[config.mk]
export PLATFORM = sky130hd
export DESIGN_NAME = sfr_xip_rd
export DESIGN_NICKNAME = d
export VERILOG_FILES = /design/src/rtl/sfr_pkg.sv /design/src/rtl/sfr_cs_dec.sv /design/src/rtl/sfr_seq.sv /design/src/rtl/sfr_tx.sv /design/src/rtl/sfr_rx.sv /design/src/rtl/sfr_xip_rd.sv
export SDC_FILE = /design/constraint.sdc
export NUM_CORES = 1
export LEC_CHECK = 0
export ABC_AREA = 1
export BUFFER_PORTS_ARGS = -buffer_cell sky130_fd_sc_hd__buf_2
export CORE_MARGIN = 8
export CORE_UTILIZATION = 38
export DETAILED_ROUTE_END_ITERATION = 8
export PLACE_DENSITY = 0.63
export SLEW_MARGIN = 30
export SYNTH_ARGS = -nofsm -noshare
export SYNTH_HDL_FRONTEND = slang
export SYNTH_SLANG_ARGS = --single-unit
[constraint.sdc]
create_clock -name clk_i -period 2.1 [get_ports clk_i]
set_input_delay 0.21 -clock clk_i [delete_from_list [all_inputs] [get_ports clk_i]]
set_output_delay 0.21 -clock clk_i [all_outputs]
set_load 0.02 [all_outputs]
[src/rtl/sfr_pkg.sv]
package sfr_pkg;
  typedef enum logic [1:0] {ST_IDLE, ST_CMD, ST_DUMMY, ST_DATA} st_e;

  typedef struct packed {
    logic [2:0] rsv_hi;
    logic [4:0] dbits;
    logic [7:0] wr_op;
    logic [1:0] rsv_lo;
    logic [1:0] mode;
    logic [1:0] dbytes;
    logic [1:0] abytes;
    logic [7:0] rd_op;
  } setup_t;

  localparam logic [1:0] MODE_QUAD = 2'd3;
endpackage

[src/rtl/sfr_cs_dec.sv]
module sfr_cs_dec #(
  parameter int NCS = 4,
  localparam int CSW = $clog2(NCS + 1)
) (
  input  logic [CSW-1:0] map_i,
  output logic [NCS-1:0] oh_o,
  output logic           ok_o
);
  for (genvar g = 0; g < NCS; g++) begin : g_dec
    assign oh_o[g] = (map_i == CSW'(g + 1));
  end
  assign ok_o = |oh_o;
endmodule

[src/rtl/sfr_seq.sv]
module sfr_seq import sfr_pkg::*; (
  input  logic       clk_i,
  input  logic       rst_ni,
  input  logic       start_i,
  input  logic [6:0] cmd_bits_i,
  input  logic [6:0] dmy_bits_i,
  input  logic [6:0] dat_clks_i,
  output st_e        st_o,
  output logic       sclk_o,
  output logic       shift_o,
  output logic       smp_o,
  output logic       done_o
);
  st_e        st_q;
  logic       sclk_q;
  logic [6:0] cnt_q, dmy_q, dat_q;

  always_ff @(posedge clk_i or negedge rst_ni) begin
    if (!rst_ni) begin
      st_q   <= ST_IDLE;
      sclk_q <= 1'b0;
      cnt_q  <= '0;
      dmy_q  <= '0;
      dat_q  <= '0;
    end else if (st_q == ST_IDLE) begin
      sclk_q <= 1'b0;
      if (start_i) begin
        st_q  <= ST_CMD;
        cnt_q <= cmd_bits_i - 7'd1;
        dmy_q <= dmy_bits_i;
        dat_q <= dat_clks_i;
      end
    end else begin
      sclk_q <= ~sclk_q;
      // phase boundaries sit on falling edges
      if (sclk_q) begin
        if (cnt_q != '0) begin
          cnt_q <= cnt_q - 7'd1;
        end else if (st_q == ST_CMD && dmy_q != '0) begin
          st_q  <= ST_DUMMY;
          cnt_q <= dmy_q - 7'd1;
        end else if (st_q != ST_DATA) begin
          st_q  <= ST_DATA;
          cnt_q <= dat_q - 7'd1;
        end else begin
          st_q <= ST_IDLE;
        end
      end
    end
  end

  assign st_o    = st_q;
  assign sclk_o  = sclk_q;
  assign shift_o = (st_q == ST_CMD) && sclk_q;
  assign smp_o   = (st_q == ST_DATA) && !sclk_q;
  assign done_o  = (st_q == ST_DATA) && sclk_q && (cnt_q == '0);


  sclk_toggle_chk: assert property (@(posedge clk_i) disable iff (!rst_ni)
    (st_q != ST_IDLE && $past(st_q) != ST_IDLE) |-> (sclk_q != $past(sclk_q)));
endmodule

[src/rtl/sfr_tx.sv]
module sfr_tx (
  input  logic        clk_i,
  input  logic        rst_ni,
  input  logic        load_i,
  input  logic        shift_i,
  input  logic [7:0]  op_i,
  input  logic [31:0] addr_i,
  input  logic [1:0]  abytes_i,
  output logic        bit_o
);
  logic [39:0] sr_q;
  logic [31:0] addr_al;

  // left-justify the low abytes+1 address bytes
  assign addr_al = addr_i << {2'd3 - abytes_i, 3'b000};

  always_ff @(posedge clk_i or negedge rst_ni) begin
    if (!rst_ni)      sr_q <= '0;
    else if (load_i)  sr_q <= {op_i, addr_al};
    else if (shift_i) sr_q <= {sr_q[38:0], 1'b0};
  end

  assign bit_o = sr_q[39];
endmodule

[src/rtl/sfr_rx.sv]
module sfr_rx (
  input  logic        clk_i,
  input  logic        rst_ni,
  input  logic        clr_i,
  input  logic        quad_i,
  input  logic        smp_i,
  input  logic [3:0]  lane_i,
  output logic [31:0] word_o
);
  logic [31:0] sr_q;
  logic        quad_q;

  always_ff @(posedge clk_i or negedge rst_ni) begin
    if (!rst_ni) begin
      sr_q   <= '0;
      quad_q <= 1'b0;
    end else if (clr_i) begin
      sr_q   <= '0;
      quad_q <= quad_i;
    end else if (smp_i) begin
      sr_q <= quad_q ? {sr_q[27:0], lane_i} : {sr_q[30:0], lane_i[1]};
    end
  end

  // first byte received is least significant
  assign word_o = {sr_q[7:0], sr_q[15:8], sr_q[23:16], sr_q[31:24]};
endmodule

[src/rtl/sfr_xip_rd.sv]
module sfr_xip_rd import sfr_pkg::*; #(
  parameter int NCS = 4,
  parameter int AW  = 32,
  localparam int CSW = $clog2(NCS + 1)
) (
  input  logic           clk_i,
  input  logic           rst_ni,
  input  logic [31:0]    setup_i,
  input  logic           mem_sw_i,
  input  logic [CSW-1:0] cs_map_i,
  input  logic           bus_req_i,
  input  logic [AW-1:0]  bus_addr_i,
  output logic           bus_valid_o,
  output logic           bus_err_o,
  output logic [31:0]    bus_rdata_o,
  output logic           sclk_o,
  output logic [NCS-1:0] cs_no,
  output logic           mosi_o,
  output logic           mosi_oe_o,
  input  logic [3:0]     lane_i
);
  setup_t      cfg;
  st_e         st;
  logic [NCS-1:0] cs_oh;
  logic        map_ok, idle, start, err_req, shift, smp, done, tx_bit, quad;
  logic [6:0]  cmd_bits, dmy_bits, dat_clks;
  logic [31:0] addr32, rx_word;

  logic [NCS-1:0] cs_q;
  logic        valid_q, err_q;
  logic [31:0] rdata_q;

  assign cfg      = setup_i;
  assign addr32   = 32'(bus_addr_i);
  assign quad     = (cfg.mode == MODE_QUAD);
  assign cmd_bits = 7'd16 + {2'b00, cfg.abytes, 3'b000};
  assign dmy_bits = {2'b00, cfg.dbytes, 3'b000} + {2'b00, cfg.dbits};
  assign dat_clks = quad ? 7'd8 : 7'd32;

  assign idle    = (st == ST_IDLE);
  assign start   = bus_req_i && idle && mem_sw_i && map_ok;
  assign err_req = bus_req_i && idle && !(mem_sw_i && map_ok);

  sfr_cs_dec #(.NCS(NCS)) u_dec (
    .map_i (cs_map_i),
    .oh_o  (cs_oh),
    .ok_o  (map_ok)
  );

  sfr_seq u_seq (
    .clk_i      (clk_i),
    .rst_ni     (rst_ni),
    .start_i    (start),
    .cmd_bits_i (cmd_bits),
    .dmy_bits_i (dmy_bits),
    .dat_clks_i (dat_clks),
    .st_o       (st),
    .sclk_o     (sclk_o),
    .shift_o    (shift),
    .smp_o      (smp),
    .done_o     (done)
  );

  sfr_tx u_tx (
    .clk_i    (clk_i),
    .rst_ni   (rst_ni),
    .load_i   (start),
    .shift_i  (shift),
    .op_i     (cfg.rd_op),
    .addr_i   (addr32),
    .abytes_i (cfg.abytes),
    .bit_o    (tx_bit)
  );

  sfr_rx u_rx (
    .clk_i  (clk_i),
    .rst_ni (rst_ni),
    .clr_i  (start),
    .quad_i (quad),
    .smp_i  (smp),
    .lane_i (lane_i),
    .word_o (rx_word)
  );

  always_ff @(posedge clk_i or negedge rst_ni) begin
    if (!rst_ni) begin
      cs_q    <= '1;
      valid_q <= 1'b0;
      err_q   <= 1'b0;
      rdata_q <= '0;
    end else begin
      valid_q <= done || err_req;
      err_q   <= err_req;
      if (start)        cs_q <= ~cs_oh;
      else if (done)    cs_q <= '1;
      if (done)         rdata_q <= rx_word;
      else if (err_req) rdata_q <= '0;
    end
  end

  assign cs_no       = cs_q;
  assign bus_valid_o = valid_q;
  assign bus_err_o   = err_q;
  assign bus_rdata_o = rdata_q;
  assign mosi_oe_o   = (st == ST_CMD);
  assign mosi_o      = mosi_oe_o && tx_bit;


  cs_onehot_chk: assert property (@(posedge clk_i) disable iff (!rst_ni)
    $onehot0(~cs_no));

  valid_cs_free_chk: assert property (@(posedge clk_i) disable iff (!rst_ni)
    bus_valid_o |-> (&cs_no));

  err_quiet_chk: assert property (@(posedge clk_i) disable iff (!rst_ni)
    bus_err_o |-> ((&cs_no) && !sclk_o && bus_valid_o));

  sclk_idle_chk: assert property (@(posedge clk_i) disable iff (!rst_ni)
    (&cs_no) |-> !sclk_o);
endmodule

==> results.ini, run 1 <==
[drt]
routed_via_density=5.084
drt-pass1-iter-count=5
antenna_left=0
vias=5780
drt_iter0_drc=410
drc_errors=0
wl_per_cell_um=14.72
wirelength_um=16740

[placement]
placed_area_um2=7415
port_buffers=102
dp_hpwl_um=11470
gp_congestion=0.8553

[min_path]
hold_path_end=u_tx.sr_q[35]
hp-start=setup_i[3]
min_path_cells=3
hold_class=in -> reg

[die]
die_y_um=148.7
die_w_um=148.7
core-area_um2=17240
die-area_um2=22110
io-pin-count=116
initial_core_util_pct=38.81
num_rows=48

[synthesis]
yosysTopAreaCell=dfrtp_1
synth_enable_flop_cells=0
synth_top_area_share_pct=46.76
yosys-top-cells-area=dfrtp_1 47%, nand2_1 8.5%, nand3_1 6.4%
synth_fp_nets=886
ys_async_sr_fraction_pct=100.0
postSynthAreaPerCell_um2=8.331
syn_inst=803
synth_seq_cells=129
yosysSeqAreaShare_pct=48.33
synthesis.area_um2=6690
yosys_warnings=0
yosysUniqueCellTypes=39
synth_ff_type=dfrtp_1

[layout]
fin_area_um2=8065
layout_commonest_cell=nand2_1
diodes=0
drive_gt1_share_pct=22.26
final_cell_mix=151 x nand2_1, 125 x dfrtp_1, 101 x inv_1, 101 x buf_2, 86 x nand3_1
fillers=1724
nets=983
syn2layout_area_growth_pct=20.55

[timing]
max_freq_ghz=0.5264
rsz0062_at_grt=false
slew_headroom_pct=65.95
tns_ns=0
final.setup_skew_ns=0.008955
slew_viol_final=0
setup_viol=0
finalHoldViolations=0
period_share_pct=90.47
fin_crit_ns=1.900
worst_pin_slew_ns=0.5101

[run]
cap_violations=0

[power]
finalPower_mw=8.219
ir_worst_vdd_mv=0.6607
powerDensity_nw_per_um2=1019
leakagePower_nw=4.096

[critical_path]
crit_chain=inv_1 > ha_2 > nand2_2 > inv_2 > a31oi_2 > ha_2 > inv_1 > nor2_4 > nand2_1 > nor2_2 > nand3_1 > nand2_1 > nor2_1
rr_worst_depth=13
r2r_end=u_seq.cnt_q[6]
rr_startpoint=u_seq.st_o[1]
arrival_ns=2.20
critPathMaxStageDelay_ns=0.38
setup.worst_path.end_class=flip-flop
cp_max_fo=5
crit_path_start_kind=flip-flop
r2r_slack_ns=0.20
slowest_stage=dfrtp_1
path_class=reg -> reg
required_ns=2.40

[grt]
grtUsageTotal_pct=15.65
grt_overflow=0
grt_antenna_before_repair=0
grt_max_degree=68
grt_pass1_vias=5731
grt_pass1_wl_um=28200

[cts]
ctsHtreeMaxLevel=4
path_clk_slew_ns=0.06
clk_latency_ns=0.42
cts_tree=yes
post-cts-setup-buffers=0
clock_path_buffers=2
clock-sinks=129
cts-root-buf=clkbuf_16
cts_buffers=17

[outcome]
outcome=complete, no violations

what timing repair did:
action / CTS / global route
endpoints found under the hold margin: 129 / 0
hold buffers: 5 / 0
gates resized for setup: 0 / 6
endpoints found under the setup margin: 0 / 29
Yosys cell counts (4+ instances only):
cell type / count
clkbuf_1: 18
o311ai_1: 5
dfrtp_1: 125
inv_2: 6
inv_1: 101
ha_1: 7
o21ai_2: 7
buf_2: 22
nor2_1: 59
mux2i_1: 7
a31oi_1: 34
a21oi_1: 12
o211ai_1: 12
nand2_1: 151
nand3_2: 4
o21ai_0: 49
o211ai_2: 10
dfstp_2: 4
buf_6: 10
nand3_1: 86
nand2_2: 7
o21ai_1: 30
nor2_2: 4
a22oi_1: 7
o22ai_1: 8
final cells by class:
class / instances / area (um^2) / area share [%]
Multi-Input combinational cell: 517 / 2784 / 34.52
Clock buffer: 19 / 442.9 / 5.492
Tap cell: 225 / 281.5 / 3.491
Sequential cell: 129 / 3233 / 40.09
Timing Repair Buffer: 128 / 783.3 / 9.711
Clock inverter: 12 / 136.4 / 1.691
Inverter: 107 / 404.1 / 5.011
worst max-delay path by stage:
stage             startpoint             end  slack, ns  cells after the start
2_1_floorplan  u_seq.st_o[0]  u_seq.cnt_q[6]       0.12                     12
3_3_place_gp   u_seq.st_o[1]  u_seq.cnt_q[6]       0.16                     13
3_5_place_dp   u_seq.st_o[1]   u_tx.sr_q[39]       0.12                      8
4_1_cts        u_seq.st_o[1]   u_tx.sr_q[39]        0.1                      8
5_1_grt        u_seq.st_o[1]  u_seq.cnt_q[6]       0.02                     13
6_report       u_seq.st_o[1]  u_seq.cnt_q[6]       0.20                     13
worst max-delay path: cells and delay by family, from the launching register on:
| family | cells | cell delay (ns) |
|---|---|---|
| AOI/OAI and AO/OA | 1 | 0.16 |
| DFF | 1 | 0.38 |
| and+or+nand+nor | 7 | 0.58 |
| adders and majority gates | 2 | 0.43 |
| buffers and inverters | 3 | 0.23 |
cell families after synthesis:
| family | after synthesis | synth area share [%] |
|---|---|---|
| buffers and inverters | 157 | 10.34 |
| AO/OA/AOI/OAI | 186 | 17.99 |
| flip-flops | 129 | 48.33 |
| adder cells (fa/ha/maj) | 8 | 1.608 |
| AND/OR/NAND/NOR | 316 | 20.68 |
| multiplexers | 7 | 1.047 |
report_power, final:
part           total, mW  switching [mW]  internal, mW
logic               2.14            1.37         0.772
clock network       2.90            1.12          1.78
registers           3.18           0.257          2.92
metal layers:
metal,vias to the layer above,GRT usage (%),wire (um)
met2,140,25.66,8177
met1,2760,20.19,7582
li1,2872,-,-
met3,8,3.889,876
met4,0,4.080,102
met5,-,0,0
state kept, by name, indices dropped and copies added, names as in the netlist:
signal	cells
u_seq.sclk_o	1
u_seq.dmy_q	6
u_seq.st_o	2
u_rx.sr_q	32
u_tx.sr_q	40
bus_rdata_o	32
u_seq.cnt_q	7
bus_err_o	1
bus_valid_o	1
u_rx.quad_q	1
cs_no	4
u_seq.dat_q	2
stage by stage:
step	cells	worst slack, ns	hold WS [ns]	util [%]
after floorplan	803	0.1218	-0.08559	-
after global placement	1101	0.1603	0.2616	43.02
after detailed placement	1101	0.1178	0.2616	43.02
after CTS	1137	0.09818	0.001685	46.67
after global routing	1137	0.02320	0.02133	46.79
final	1137	0.2002	0.01305	46.79
(Power assumes the default switching activity.)
==> run 2: changes to the inputs <==
Settings changed: PLACE_DENSITY 0.63 to 0.65.
Clock period 2.1 ns to 1.5 ns, I/O delays scaled along.
==> run 2 against run 1 <==
Effect of this change:
- the run now ends with negative setup slack left
- setup slack worse by 0.48 ns
- worst hold slack better by 0.0034 ns
- clock power up 42%
- via count grew 19%
- sequential share of layout area down 11 points
- die area stayed put
- utilization rose by 18 points
- combinational power rose to 2.7 times the previous value
- count of clock-buffer cells in the layout shrank 1
- sequential power grew 44%
- global-route usage grew 6.2 points
- critical path type unchanged
==> results.ini, run 2 (synthesized netlist as in run 1, its figures left out) <==
[critical_path]
required_ns=1.81  ; -0.59 ns
setup.worst_path.end_class=flip-flop
arrival_ns=2.09  ; -0.11 ns
path_class=reg -> reg
cp_max_fo=4  ; -1
crit_path_start_kind=flip-flop
crit_chain=nor2_2 > nand3_2 > nand2_4 > inv_4 > a31oi_4 > ha_4 > inv_2 > nor2_4 > nand2_2 > nor2_4 > nand3_2 > nand2_1 > nor2_1
critPathMaxStageDelay_ns=0.40  ; +0.02 ns
slowest_stage=dfrtp_1

[timing]
period_share_pct=118.6  ; +28 points
fin_crit_ns=1.779  ; -0.1209 ns
slew_headroom_pct=66.79  ; +0.84 points
rsz0062_at_grt=true
worst_pin_slew_ns=0.4976  ; -0.01257 ns
final.setup_skew_ns=0.008980  ; +0.00002481 ns
finalHoldViolations=0  ; unchanged
setup_ws_ns=-0.2789  ; -0.4791 ns
max_freq_ghz=0.5622  ; +6.8%
setup_viol=128  ; +128
tns_ns=-22.00  ; -22.00 ns
slew_viol_final=0  ; unchanged

[drt]
vias=6884  ; +19%
antenna_left=0  ; unchanged
drt-pass1-iter-count=4  ; -1
wirelength_um=24780  ; +48%
wl_per_cell_um=19.65  ; +33%
drc_errors=0  ; unchanged
drt_iter0_drc=541  ; +32%
routed_via_density=5.459  ; +7.4%

[die]
die_y_um=148.7  ; unchanged
initial_core_util_pct=38.81  ; unchanged
core-area_um2=17240  ; unchanged
io-pin-count=116  ; unchanged
die-area_um2=22110  ; unchanged
num_rows=48  ; unchanged
die_w_um=148.7  ; unchanged

[layout]
top_register=u_tx.sr_q
nets=1106  ; +13%
layout_commonest_cell=dfrtp_1
fillers=1205  ; -30%
final_cell_mix=124 x dfrtp_1, 100 x buf_2, 92 x nand2_1
register_area_um2=3234  ; about the same
syn2layout_area_growth_pct=67.29
multi_input_area_um2=4043  ; +45%
largest_reg_flops=40  ; unchanged
drive_gt1_share_pct=50.14  ; +28 points

[cts]
clock-sinks=129  ; unchanged
cts_buffers=17  ; unchanged
cts-root-buf=clkbuf_16
path_clk_slew_ns=0.06  ; about the same
ctsHtreeMaxLevel=4  ; unchanged
clock_path_buffers=2  ; unchanged
clk_latency_ns=0.43  ; about the same
cts_tree=yes

[power]
pwr-share-clk_pct=28.5  ; -6.8 points
internal-power_mw=9.184  ; +68%
leakagePower_nw=5.410  ; +32%
ir_worst_vdd_mv=0.8244  ; +25%
seqPwrFrac_pct=31.6  ; -7.1 points
p_sw_share_pct=36.54  ; +3.1 points
finalPower_mw=14.47  ; +76%
power_switching_mw=5.289  ; +93%
p_comb_share_pct=39.9  ; +14 points
powerDensity_nw_per_um2=1293  ; +27%

[run]
cap_violations=0  ; unchanged

[grt]
grt_overflow=0  ; unchanged
grt_pass1_vias=7189  ; +25%
grt_max_degree=46  ; -32%
grt_pass1_wl_um=38040  ; +35%
grt_antenna_before_repair=1  ; +1
grtUsageTotal_pct=21.90  ; +6.2 points

[outcome]
violations=negative setup slack
outcome=finished with violations

[placement]
dp_hpwl_um=12630  ; +10%
gp_congestion=0.8340  ; -2.5%
port_buffers=102  ; unchanged

[min_path]
hold_class=in -> reg

==> run 2: cell types whose count changed in the layout (fill, tap and decap cells not counted), moves of 18 or more <==
cell / change
nand3_1: -61
nand2_1: -59
nand3_2: +46
buf_6: +36
nand2_4: +35
buf_4: +32
nor2_1: -27
buf_12: +21
nand2_2: +21
buf_16: +20
o21ai_2: +18
==> run 2: per-stage QoR <==
stage               std cells  hold WS (ns)  cell area [um^2]  setup WS (ns)  utilization (%)
floorplan                 803       -0.1456              6756        -0.2290                -
global placement         1149       0.07053              7946        -0.2727            46.10
detailed placement       1149       0.06729              7946        -0.3039            46.10
CTS                      1261      0.006928             10740        -0.2501            62.28
global route             1261       0.02667             11190        -0.3997            64.93
finish                   1261       0.01649             11190        -0.2789            64.93
==> run 2: cell type report <==
type / instances / area share, %
diodes: 1 / 0.02236
clock buffers: 18 / 3.924
clock inverters: 13 / 1.230
inverters: 107 / 4.047
multi-input cells: 517 / 36.12
flip-flops and latches: 129 / 28.90
well taps: 225 / 2.515
repair buffers: 249 / 23.03
repair inverters: 2 / 0.2124
==> run 2: per-layer routing <==
layer	track usage [%]	vias to the layer above	part of all wire [%]
met5	0	-	0
met4	9.638	0	3.1
met3	4.710	63	6.4
met2	38.07	289	51
met1	25.42	3384	39
li1	-	3148	-
==> run 2: path summary, 6_finish.rpt <==
path / from / endpoint / slack, ns / cells past startpoint
min in group asynchronous: rst_ni / u_tx.sr_q[4] / 0.16 / 2
worst max register to register: u_seq.dmy_q[1] / u_seq.cnt_q[6] / -0.28 / 13
worst min-delay path: bus_addr_i[0] / u_tx.sr_q[0] / 0.02 / 3
max in group asynchronous: rst_ni / u_seq.st_o[0] / 0.77 / 3
worst max-delay path: u_seq.dmy_q[1] / u_seq.cnt_q[6] / -0.28 / 13
worst min register to register: u_seq.cnt_q[5] / u_seq.cnt_q[5] / 0.49 / 2
==> run 2: power groups by stage <==
| stage | Sequential, mW | Clock [mW] | Combinational, mW |
|---|---|---|---|
| 6_report | 4.57 | 4.12 | 5.78 |
| 3_5_place_dp | 4.46 | 0 | 3.59 |
| 4_1_cts | 4.47 | 4.13 | 5.14 |
| 5_1_grt | 4.62 | 4.31 | 6.16 |
| 2_1_floorplan | 4.49 | 0 | 2.19 |
| 3_3_place_gp | 4.45 | 0 | 3.53 |
==> run 2: worst max-delay path, delay by kind of cell, from the launching register on <==
| family | cells | cell delay, ns |
|---|---|---|
| AOI/OAI and AO/OA | 1 | 0.17 |
| adders and majority gates | 1 | 0.17 |
| buffers and inverters | 2 | 0.09 |
| DFF | 1 | 0.40 |
| and+or+nand+nor | 9 | 0.84 |
==> run 2: repair_timing <==
action	CTS	global route
setup buffers	40	16
endpoints found under the setup margin	128	130
endpoints found under the hold margin	137	0
gates resized for setup	252	151
pin swaps	41	45
hold buffers	13	0
gates cloned	31	1
